## config.mk

```make
export PLATFORM = sky130hd
export DESIGN_NAME = evt_trigger_unit
export DESIGN_NICKNAME = d
export VERILOG_FILES = /design/src/rtl/evt_trigger_unit.sv
export SDC_FILE = /design/constraint.sdc
export NUM_CORES = 1
export LEC_CHECK = 0
export CORE_UTILIZATION = 55
export DETAILED_ROUTE_END_ITERATION = 8
export DONT_BUFFER_PORTS = 1
export HOLD_SLACK_MARGIN = 0.15
export PLACE_DENSITY_LB_ADDON = 0.2
export SYNTH_ARGS = -nofsm -noshare
export SYNTH_HDL_FRONTEND = slang
export SYNTH_SLANG_ARGS = --single-unit
```

## constraint.sdc

```tcl
create_clock -name clk -period 6.7 [get_ports clk]
set_clock_uncertainty 0.15 [all_clocks]
set_input_delay 0 -clock clk [delete_from_list [all_inputs] [get_ports clk]]
set_output_delay 0 -clock clk [all_outputs]
set_load 0.05 [all_outputs]
```

## src/rtl/evt_trigger_unit.sv

```systemverilog
module evt_trigger_unit #(
  parameter int W = 16
) (
  input  logic         clk,
  input  logic         rst_n,
  input  logic [W-1:0] evt_bus,
  input  logic         run,
  input  logic         wr_en,
  input  logic [2:0]   wr_addr,
  input  logic [W-1:0] wr_data,
  output logic         trig_pulse,
  output logic         pause,
  output logic         armed,
  output logic         d_seen
);

  localparam logic [2:0] A_DEV  = 3'd0;
  localparam logic [2:0] A_DMK  = 3'd1;
  localparam logic [2:0] A_TEV  = 3'd2;
  localparam logic [2:0] A_TMK  = 3'd3;
  localparam logic [2:0] A_PEV  = 3'd4;
  localparam logic [2:0] A_PMK  = 3'd5;
  localparam logic [2:0] A_EMU  = 3'd6;
  localparam logic [2:0] A_CTRL = 3'd7;

  logic [W-1:0] d_ev, d_mk, t_ev, t_mk, p_ev, p_mk, emu;
  logic [W-1:0] sync1, sync2, src;
  logic         src_emu, seq_q, pen_q, punc_q;
  logic         d_hit, t_hit, p_hit, fire;
  logic         ctrl_wr, cmd_clr, cmd_arm;

  always_ff @(posedge clk or negedge rst_n)
    if (!rst_n) begin
      sync1 <= '0;
      sync2 <= '0;
    end else begin
      sync1 <= evt_bus;
      sync2 <= sync1;
    end

  always_ff @(posedge clk or negedge rst_n)
    if (!rst_n) begin
      d_ev <= '0; d_mk <= '0;
      t_ev <= '0; t_mk <= '0;
      p_ev <= '0; p_mk <= '0;
      emu  <= '0;
      src_emu <= 1'b0; seq_q <= 1'b0; pen_q <= 1'b0; punc_q <= 1'b0;
    end else if (wr_en) begin
      case (wr_addr)
        A_DEV:  d_ev <= wr_data;
        A_DMK:  d_mk <= wr_data;
        A_TEV:  t_ev <= wr_data;
        A_TMK:  t_mk <= wr_data;
        A_PEV:  p_ev <= wr_data;
        A_PMK:  p_mk <= wr_data;
        A_EMU:  emu  <= wr_data;
        A_CTRL: begin
          src_emu <= wr_data[0];
          seq_q   <= wr_data[1];
          pen_q   <= wr_data[2];
          punc_q  <= wr_data[3];
        end
        default: ;
      endcase
    end

  assign src     = src_emu ? emu : sync2;
  assign d_hit   = &((src ~^ d_ev) | d_mk);
  assign t_hit   = &((src ~^ t_ev) | t_mk);
  assign p_hit   = &((src ~^ p_ev) | p_mk);
  assign fire    = armed && t_hit && (seq_q ? d_seen : d_hit);

  assign ctrl_wr = wr_en && (wr_addr == A_CTRL);
  assign cmd_clr = ctrl_wr && wr_data[5];
  assign cmd_arm = ctrl_wr && wr_data[4] && !wr_data[5];

  always_ff @(posedge clk or negedge rst_n)
    if (!rst_n) begin
      armed      <= 1'b0;
      d_seen     <= 1'b0;
      trig_pulse <= 1'b0;
    end else begin
      trig_pulse <= 1'b0;
      if (cmd_clr) begin
        armed  <= 1'b0;
        d_seen <= 1'b0;
      end else if (cmd_arm) begin
        armed  <= 1'b1;
        d_seen <= 1'b0;
      end else if (fire) begin
        trig_pulse <= 1'b1;
        armed      <= 1'b0;
        d_seen     <= 1'b0;
      end else if (armed && seq_q && d_hit && !d_seen) begin
        d_seen <= 1'b1;
      end
    end

  always_ff @(posedge clk or negedge rst_n)
    if (!rst_n) pause <= 1'b0;
    else        pause <= run && (punc_q || (pen_q && p_hit));

  a_r6_one_cycle: assert property (@(posedge clk) disable iff (!rst_n)
    trig_pulse |=> !trig_pulse);

  a_r6_disarmed: assert property (@(posedge clk) disable iff (!rst_n)
    trig_pulse |-> (!armed && !d_seen));

  a_r7_needs_arm: assert property (@(posedge clk) disable iff (!rst_n)
    trig_pulse |-> $past(armed));

  a_r7_clear: assert property (@(posedge clk) disable iff (!rst_n)
    (wr_en && wr_addr == A_CTRL && wr_data[5]) |=> (!armed && !d_seen));

  a_r5_order: assert property (@(posedge clk) disable iff (!rst_n)
    (trig_pulse && $past(seq_q)) |-> $past(d_seen));

  a_r10_no_run: assert property (@(posedge clk) disable iff (!rst_n)
    pause |-> $past(run));

  a_r10_uncond: assert property (@(posedge clk) disable iff (!rst_n)
    (run && punc_q) |=> pause);

endmodule

```

=== Word-level counts from Yosys, hierarchy flattened ===
Index checks and enable logic that the tools add are counted.
W data, S select, Z words.

* Register bits: 152
* Bits of input ports: 39
* Output and inout bits: 4
* Word-level logic and storage cells: 70

* Equal/unequal tests: 7
* Mux-type cells: 12
* Bitwise logic cells: 6
* Reduce and logical (&&, ||, !) cells: 28

{| class="wikitable"
|+ Operators with widths
! kind !! number
|-
| $or A16 B16 Y16 || 3
|-
| $reduce_and A16 Y1 || 3
|-
| $xnor A16 B16 Y16 || 3
|-
| $mux W16 || 1
|-
| $reduce_and A2 Y1 || 8
|-
| $eq A3 B3 Y1 const B || 4
|-
| $logic_and A1 B1 Y1 || 11
|-
| $mux W1 || 11
|-
| $eq A3 B2 Y1 const B || 2
|-
| $reduce_bool A4 Y1 || 1
|-
| $eq A3 B1 Y1 const B || 1
|-
| $logic_not A3 Y1 || 1
|-
| $reduce_bool A3 Y1 || 1
|-
| $logic_not A1 Y1 || 2
|-
| $logic_or A1 B1 Y1 || 1
|}

=== Depth between registers and ports, before layout ===
Gate-level depths: netlist of run 1.

* Word-level depth: 10
* Gate-level depth with buffers: 8

=== Worst setup path after synthesis of run 1 ===
Ideal clock, no wire load.

* Kind: register to register
* From: register src_emu
* To: register armed
* Arrival: 2186 ps
* Data required time: 6414 ps
* Path slack: 4228 ps
* Cell stages (with the launch flop): 9
* Buffers on the path: 2
* Cell sequence: dfrtp_1 buf_6 buf_12 mux2i_1 mux2i_1 o2111ai_1 or4_1 a211oi_2 o32ai_1

* Cells in the longest elaborated chain, start to end: 7
* Elaborated cells on any way between the ends: 11
* Classes of those cells: mux (2); bitwise (4); reduce/logical (5)

{| class="wikitable"
|+ Ends and longest elaborated chain
! what !! RTL line !! RTL
|-
| start, declared || 28 || <nowiki>logic src_emu, seq_q, pen_q, punc_q;</nowiki>
|-
| start signal, assigned || 58 || <nowiki>src_emu <= wr_data[0];</nowiki>
|-
| $mux W16 (*) || 67 || <nowiki>assign src = src_emu ? emu : sync2;</nowiki>
|-
| $xnor A16 B16 Y16, on equally long branches || 68, 69 ||
|-
| $or A16 B16 Y16, on equally long branches || 68, 69 ||
|-
| $reduce_and A16 Y1, on equally long branches || 68, 69 ||
|-
| $mux W1 / $logic_and A1 B1 Y1 (equally long branches) || 71 || <nowiki>assign fire = armed && t_hit && (seq_q ? d_seen : d_hit);</nowiki>
|-
| $logic_and A1 B1 Y1 (*) || 71 ||
|-
| $reduce_bool A3 Y1 (no line) (*) || n/a ||
|-
| end signal, assigned || 79 || <nowiki>armed <= 1'b0;</nowiki>
|-
| end signal, assigned || 85 || <nowiki>armed <= 1'b0;</nowiki>
|-
| end signal, assigned || 88 || <nowiki>armed <= 1'b1;</nowiki>
|-
| end, declared || 13 || <nowiki>output logic armed,</nowiki>
|}

Every way passes the cells marked *; elsewhere a longest branch is shown, timed or not.
A chain may end at the register's enable or synchronous reset.

=== Worst setup path in the final report of run 1 ===
Ends and elaborated chain as after synthesis.

==> flow_summary.toml, run 1 <==
[status]
status = "complete, no violations"

[timing]
fin_ws_ns = 2.640
fin_crit_sh = 0.6059
setup_viol = 0
rsz0062_at_grt = "false"
fin_tns_setup_ns = 0
worst_pin_slew_ns = 1.257
max_freq_mhz = 246.3
slew_viol_final = 0
period_needed_ns = 4.060
finalHoldViolCount = 0
relSlewSlack = 0.1622

[power_and_ir_drop]
switching_share = 0.2699
combPwrFrac = 0.189
power_uw = 2593
vdd_drop_max_v = 0.0002369
power.internal_uw = 1893
p_switching_uw = 699.8
seq_power_share = 0.469
p_clk_frac = 0.341
leakagePower_uw = 0.003371
p_per_area_mw_per_mm2 = 337.5

[global_routing]
grt_pass1_wl_um = 20980
antenna_found_initial = 0
grt_usage = 0.2496
grt_overflow = 0
grt_pass1_vias = 3936
grt_max_degree = 153

[worst_setup_path]
required_ns = 6.85
startpoint = "src_emu$_DFFE_PN0N_"
cp.arrival_ns = 4.21
worstSetupEndpointType = "flip-flop"
cp_max_fo = 17
cp-start-kind = "flip-flop"
worstSetupPathType = "flip-flop to flip-flop"
timing.rr.start = "src_emu$_DFFE_PN0N_"

[cells_and_area]
n_antenna_cell = 0
drive_gt1_frac = 0.2895
finish.net_count = 552
nFillCells = 767
syn_to_final_growth_pct = 22.26
final_util = 0.6995

[drt]
avgRoutedWirePerCell_um = 20.04
drc_errors = 0
vias = 3718
drtIter0Drc = 209
drtAntennaViolNets = 0
viasPerCell = 5.591
firstDrtPassIters = 4
drt-total-wl_um = 13320

[clocking]
cts.sinks = 152
post-cts-setup-buffers = 0
clkLatencyLatePin_ns = 0.42
cts-root-buf = "clkbuf_16"
cts_buffers = 17
cts_tree = "yes"
cts_resized = 0
clockBufferDepth = 2
clk_pin_slew_ns = 0.06
htreeDepth = 4

[floorplanning]
die_width_um = 108.9
core_mm2 = 0.01098
ios = 43
dieArea_mm2 = 0.01186
die_y_um = 108.9
fp-row-count = 38
initial_core_util = 0.5721

[synth]
synth_area_per_cell_um2 = 14.48
syn_inst = 434
ys_ff_latch = 152
yosysSeqAreaShare = 0.6053
yosys_warnings = 0
syn_area_mm2 = 0.006284
syn_nets = 473
yosysUniqueCellTypes = 34

[place]
dp_hpwl_um = 7919
gp_congestion = 0.8218
dp_worst_setup_slack_ns = 3.303
port_buffers = 0

[worst_hold_path]
hp-class = "primary input to async pin"

[run]
max-cap-violations = 0
[per-stage QoR]
step	instances	hold slack, ns	area, um2
4_1_cts	665	0.1503	7682
5_1_grt	665	0.1588	7682
2_1_floorplan	434	-0.4456	6284
6_report	665	0.06693	7682
3_3_place_gp	569	-0.4406	6462
3_5_place_dp	569	-0.4402	6462
[worst max-delay path, cell delays in order (launching register included)]
cell           delay, ns
dfrtp_1             1.18
mux2i_1             0.53
mux2i_1             0.34
o2111ai_1           0.18
or4_1               0.56
a211oi_2            0.31
o32ai_1             0.13
dlygate4sd3_1       0.56
[power groups by stage]
stage / registers (uW) / clock network (uW) / logic [uW]
6_report: 1220 / 884 / 491
5_1_grt: 1240 / 945 / 537
4_1_cts: 1210 / 905 / 494
3_5_place_dp: 1230 / 0 / 423
3_3_place_gp: 1220 / 0 / 414
2_1_floorplan: 1180 / 0 / 356
[flip-flops by register name (all words and copies together) (netlist names)]
name        count
sync2          16
d_ev           16
p_mk           16
emu            16
trig_pulse      1
src_emu         1
pause           1
pen_q           1
t_mk           16
d_mk           16
armed           1
d_seen          1
seq_q           1
p_ev           16
sync1          16
t_ev           16
punc_q          1
[final timing paths]
| check | to | slack (ns) | depth (start not counted) |
|---|---|---|---|
| setup / recovery | armed$_DFFE_PN0P_ | 2.64 | 7 |
| hold / removal | d_mk[0]$_DFFE_PN0P_ | 0.07 | 2 |
| setup reg to reg | armed$_DFFE_PN0P_ | 2.64 | 7 |
| hold reg to reg | sync2[8]$_DFF_PN0_ | 0.20 | 0 |
| max in group asynchronous | sync1[8]$_DFF_PN0_ | 5.78 | 2 |
| min in group clk | d_mk[10]$_DFFE_PN0P_ | 0.19 | 4 |
[repair_timing]
| item | in CTS | in global routing |
|---|---|---|
| endpoints found under the setup margin | 0 | 0 |
| hold endpoints to repair | 288 | 0 |
| hold buffers | 65 | 0 |
[Yosys cell counts (all sizes together)]
cell type / count / share of area
nor3b: 2 / 0.0024
a222oi: 1 / 0.0016
nor2: 17 / 0.010
and2: 1 / 0.0010
o32ai: 1 / 0.0014
xor2: 30 / 0.042
o21ai: 8 / 0.0064
o2111ai: 5 / 0.0070
nor2b: 16 / 0.016
dfrtp: 152 / 0.61
nand2b: 1 / 0.0010
inv: 7 / 0.0042
buf: 2 / 0.0050
or4: 1 / 0.0012
or3: 1 / 0.0010
a31oi: 1 / 0.0010
clkbuf: 10 / 0.0060
nand4b: 3 / 0.0042
xnor2: 3 / 0.0042
o22ai: 10 / 0.010
a21o: 1 / 0.0012
nand2: 8 / 0.0048
o2111a: 1 / 0.0018
mux2i: 31 / 0.052
nor4: 2 / 0.0020
nand4: 2 / 0.0020
o221ai: 1 / 0.0014
mux2: 110 / 0.20
a211oi: 1 / 0.0020
o22a: 2 / 0.0028
nor3: 3 / 0.0024
[kinds of logic after synthesis]
group | after synthesis | synth area share
flip-flops | 152 | 0.6053
buffers and inverters | 19 | 0.01513
multiplexers | 141 | 0.2491
AO/OA/AOI/OAI | 32 | 0.03644
AND/OR/NAND/NOR | 57 | 0.04799
XOR/XNOR | 33 | 0.04600
[cell usage in the layout (no fill, tap or decap), drive strengths merged, types with 2 or more instances in the layout]
master       synthesis  final
buf                  2      8
clkbuf              10     24
clkinv               0      5
dfrtp              152    152
dlygate4sd3          0     64
inv                  7      7
mux2               110    110
mux2i               31     31
nand2                8      8
nand4                2      2
nand4b               3      3
nor2                17     17
nor2b               16     16
nor3                 3      3
nor3b                2      2
nor4                 2      2
o2111ai              5      5
o21ai                8      8
o22a                 2      2
o22ai               10     10
xnor2                3      3
xor2                30     30
[layout make-up]
class | instances | area (um2) | area share
Sequential cell | 152 | 3804 | 0.4951
Multi-Input combinational cell | 263 | 2405 | 0.3130
Timing Repair Buffer | 72 | 720.7 | 0.09381
Clock buffer | 24 | 481.7 | 0.06270
Tap cell | 140 | 175.2 | 0.02280
Clock inverter | 7 | 70.07 | 0.009121
Inverter | 7 | 26.28 | 0.003420
[per-layer routing]
metal	part of all wire	wire length, um	global-route usage	vias to the layer above
met2	0.48	6429	0.3922	94
li1	-	-	-	1710
met5	0	0	0	-
met4	0.014	184	0.08977	0
met3	0.048	643	0.08069	15
met1	0.46	6066	0.3249	1899
(Power assumes the default switching activity.)
==> run 2: changes to the inputs <==
--- a/config.mk
+++ b/config.mk
@@ -5,6 +5,7 @@
 export SDC_FILE = /design/constraint.sdc
 export NUM_CORES = 1
 export LEC_CHECK = 0
+export ABC_AREA = 1
 export CORE_UTILIZATION = 55
 export DETAILED_ROUTE_END_ITERATION = 8
 export DONT_BUFFER_PORTS = 1
==> constraint.sdc (replaced) <==
create_clock -name clk -period 3.5 [get_ports clk]
set_clock_uncertainty 0.15 [all_clocks]
set_input_delay 0 -clock clk [delete_from_list [all_inputs] [get_ports clk]]
set_output_delay 0 -clock clk [all_outputs]
set_load 0.05 [all_outputs]
==> run 2 against run 1 <==
- the flow now finishes with violations (hold timing)
- final cell count is 39% higher
- sequential share of layout area fell by 1.1 points
- worst setup slack got worse by 2.2 ns
- sequential power is 83% higher
- fmax increased by 31%
- critical path depth grew 6
- first-iteration DRC count grew 130%
- synthesized cell count increased by 63%
- die area rose by 3.1%
- hold slack worse by 0.94 ns
- via count grew 33%
- global-route usage is 0.31 points higher
==> flow_summary.toml, run 2 <==
[timing]
rsz0062_at_grt = "false"
period_needed_ns = 3.092
relSlewSlack = 0.1773
slew_viol_final = 0
fin_tns_setup_ns = 0
setup_viol = 0
finalHoldViolCount = 152
fin_crit_sh = 0.8836
worst_pin_slew_ns = 1.231
max_freq_mhz = 323.4
fin_hold_ws_ns = -0.8771

[synth]
ys_top_cells_by_area = "dfrtp_1 59%, nand2_1 13%, o21ai_0 9.1%, nand3b_1 5.6%, inv_1 3.0%"
synthTopCellsByCount = "218 x nand2_1, 152 x dfrtp_1, 118 x o21ai_0, 51 x inv_1, 48 x nand3b_1"
syn_area_mm2 = 0.006481
synth_edf_count = 0
yosysMostFrequentCell = "nand2_1"
ys_async_sr_fraction = 1.000
ys_ff_latch = 152
yosys_warnings = 0
synth_area_per_cell_um2 = 9.154
syn_nets = 747
yosysSeqAreaShare = 0.5869
synth_area_leader_cell = "dfrtp_1"
ys.flop_type = "dfrtp_1"
yosys.area.top_type_share = 0.5869
syn_inst = 708
yosysUniqueCellTypes = 26

[power_and_ir_drop]
leakagePower_uw = 0.003789
vdd_drop_max_v = 0.0007053
power_uw = 5145
p_per_area_mw_per_mm2 = 654.9

[floorplanning]
fp-row-count = 39
core_mm2 = 0.01147
ios = 43
dieArea_mm2 = 0.01222
die_y_um = 110.6
initial_core_util = 0.5652
die_width_um = 110.6

[worst_setup_path]
rr_endpoint = "armed$_DFFE_PN0P_"
reg2reg_slack_ns = 0.41
worstSetupPathType = "flip-flop to flip-flop"
path_buf_inv = 2
cp_max_fo = 18
required_ns = 3.65
cp-start-kind = "flip-flop"
cp_slowest_cell = "dfrtp_1"
cp.arrival_ns = 3.24
critPathTopFamily = "simple AND/OR/NAND/NOR gates"
crit_chain = "inv_8 -> nand2_2 -> nand2_2 -> or2_1 -> nand2_1 -> nand2_1 -> nor2_1 -> nand3_1 -> nor2_1 -> nand2_2 -> nand3_2 -> nand2_1 -> dlygate4sd3_1"
timing.rr.start = "src_emu$_DFFE_PN0N_"
slowest_delay_ns = 0.92
worstSetupEndpointType = "flip-flop"
worstRegToRegCells = 13

[drt]
drc_errors = 0
vias = 4932
viasPerCell = 5.343
avgRoutedWirePerCell_um = 15.51
drtAntennaViolNets = 0
drt-total-wl_um = 14320
firstDrtPassIters = 5
drtIter0Drc = 487

[clocking]
htreeDepth = 4
clk_pin_slew_ns = 0.06
clockBufferDepth = 2
cts_tree = "yes"
cts_resized = 0
cts.sinks = 152
clkLatencyLatePin_ns = 0.43
postCtsHoldBufs = 62
cts-root-buf = "clkbuf_16"
post-cts-setup-buffers = 0
cts_buffers = 17

[cells_and_area]
seq_area_mm2 = 0.003804
finish.net_count = 806
nFillCells = 860
final_util = 0.6851
syn_to_final_growth_pct = 21.22
drive_gt1_frac = 0.08077
most-common-layout-cells = "218 x nand2_1, 152 x dfrtp_1, 118 x o21ai_0, 62 x dlygate4sd3_1, 51 x inv_1"
multiInputGateArea_mm2 = 0.002354
final_common_cell = "nand2_1"
n_antenna_cell = 0

[global_routing]
grt_pass1_wl_um = 23580
grt_usage = 0.2527
grt_overflow = 0
grt_pass1_vias = 4718
antenna_found_initial = 0
grt_max_degree = 153

[status]
status = "complete, but fails checks"
violations = "hold timing"

[place]
gp_congestion = 0.8155
port_buffers = 0
dp_hpwl_um = 8460

[run]
max-cap-violations = 0

[worst_hold_path]
hp-class = "primary input to async pin"
==> run 2: cell count changes after synthesis, sizes merged, moves of 20 or more <==
cell	delta
o21ai	+113
nand2	+232
mux2i	-31
xor2	-23
nand3	+20
nand3b	+48
inv	+45
mux2	-110
==> run 2: per-layer routing <==
layer	global-route usage	wire (um)
met3	0.06312	689
met2	0.4004	6798
met1	0.3390	6617
met5	0	0
met4	0.09244	209
==> run 2: power by group <==
part | internal (uW) | total (uW) | switching [uW]
clock | 1360 | 2070 | 708
sequential | 2030 | 2230 | 201
combinational | 372 | 840 | 469
total | 3770 | 5140 | 1380
==> run 2: logic make-up after synthesis <==
family                 Yosys count  share of synthesized area
AO/OA/AOI/OAI                  131                     0.1025
XOR/XNOR                         8                    0.01081
buffers and inverters           76                    0.05000
flip-flops                     152                     0.5869
AND/OR/NAND/NOR                341                     0.2498
==> run 2: worst max-delay path by stage <==
stage,slack [ns],to,start,cells past startpoint
after floorplan,1.80,armed$_DFFE_PN0P_,src_emu$_DFFE_PN0N_,14
after global placement,1.07,armed$_DFFE_PN0P_,src_emu$_DFFE_PN0N_,12
after detailed placement,0.98,armed$_DFFE_PN0P_,src_emu$_DFFE_PN0N_,12
after CTS,0.44,armed$_DFFE_PN0P_,src_emu$_DFFE_PN0N_,13
after global routing,0.26,armed$_DFFE_PN0P_,src_emu$_DFFE_PN0N_,13
final,0.41,armed$_DFFE_PN0P_,src_emu$_DFFE_PN0N_,13
==> run 2: cell type report <==
class | count | area share
multi-input cells | 480 | 0.2996
repair buffers | 64 | 0.08090
clock inverters | 10 | 0.02389
well taps | 143 | 0.02277
inverters | 52 | 0.02580
flip-flops and latches | 152 | 0.4842
clock buffers | 22 | 0.06291
==> run 2: metrics by stage <==
stage | cells | area [um2] | setup slack [ns]
CTS | 923 | 7856 | 0.4372
detailed placement | 829 | 6554 | 0.9841
global placement | 829 | 6554 | 1.068
finish | 923 | 7856 | 0.4076
global route | 923 | 7856 | 0.2637
floorplan | 708 | 6481 | 1.797
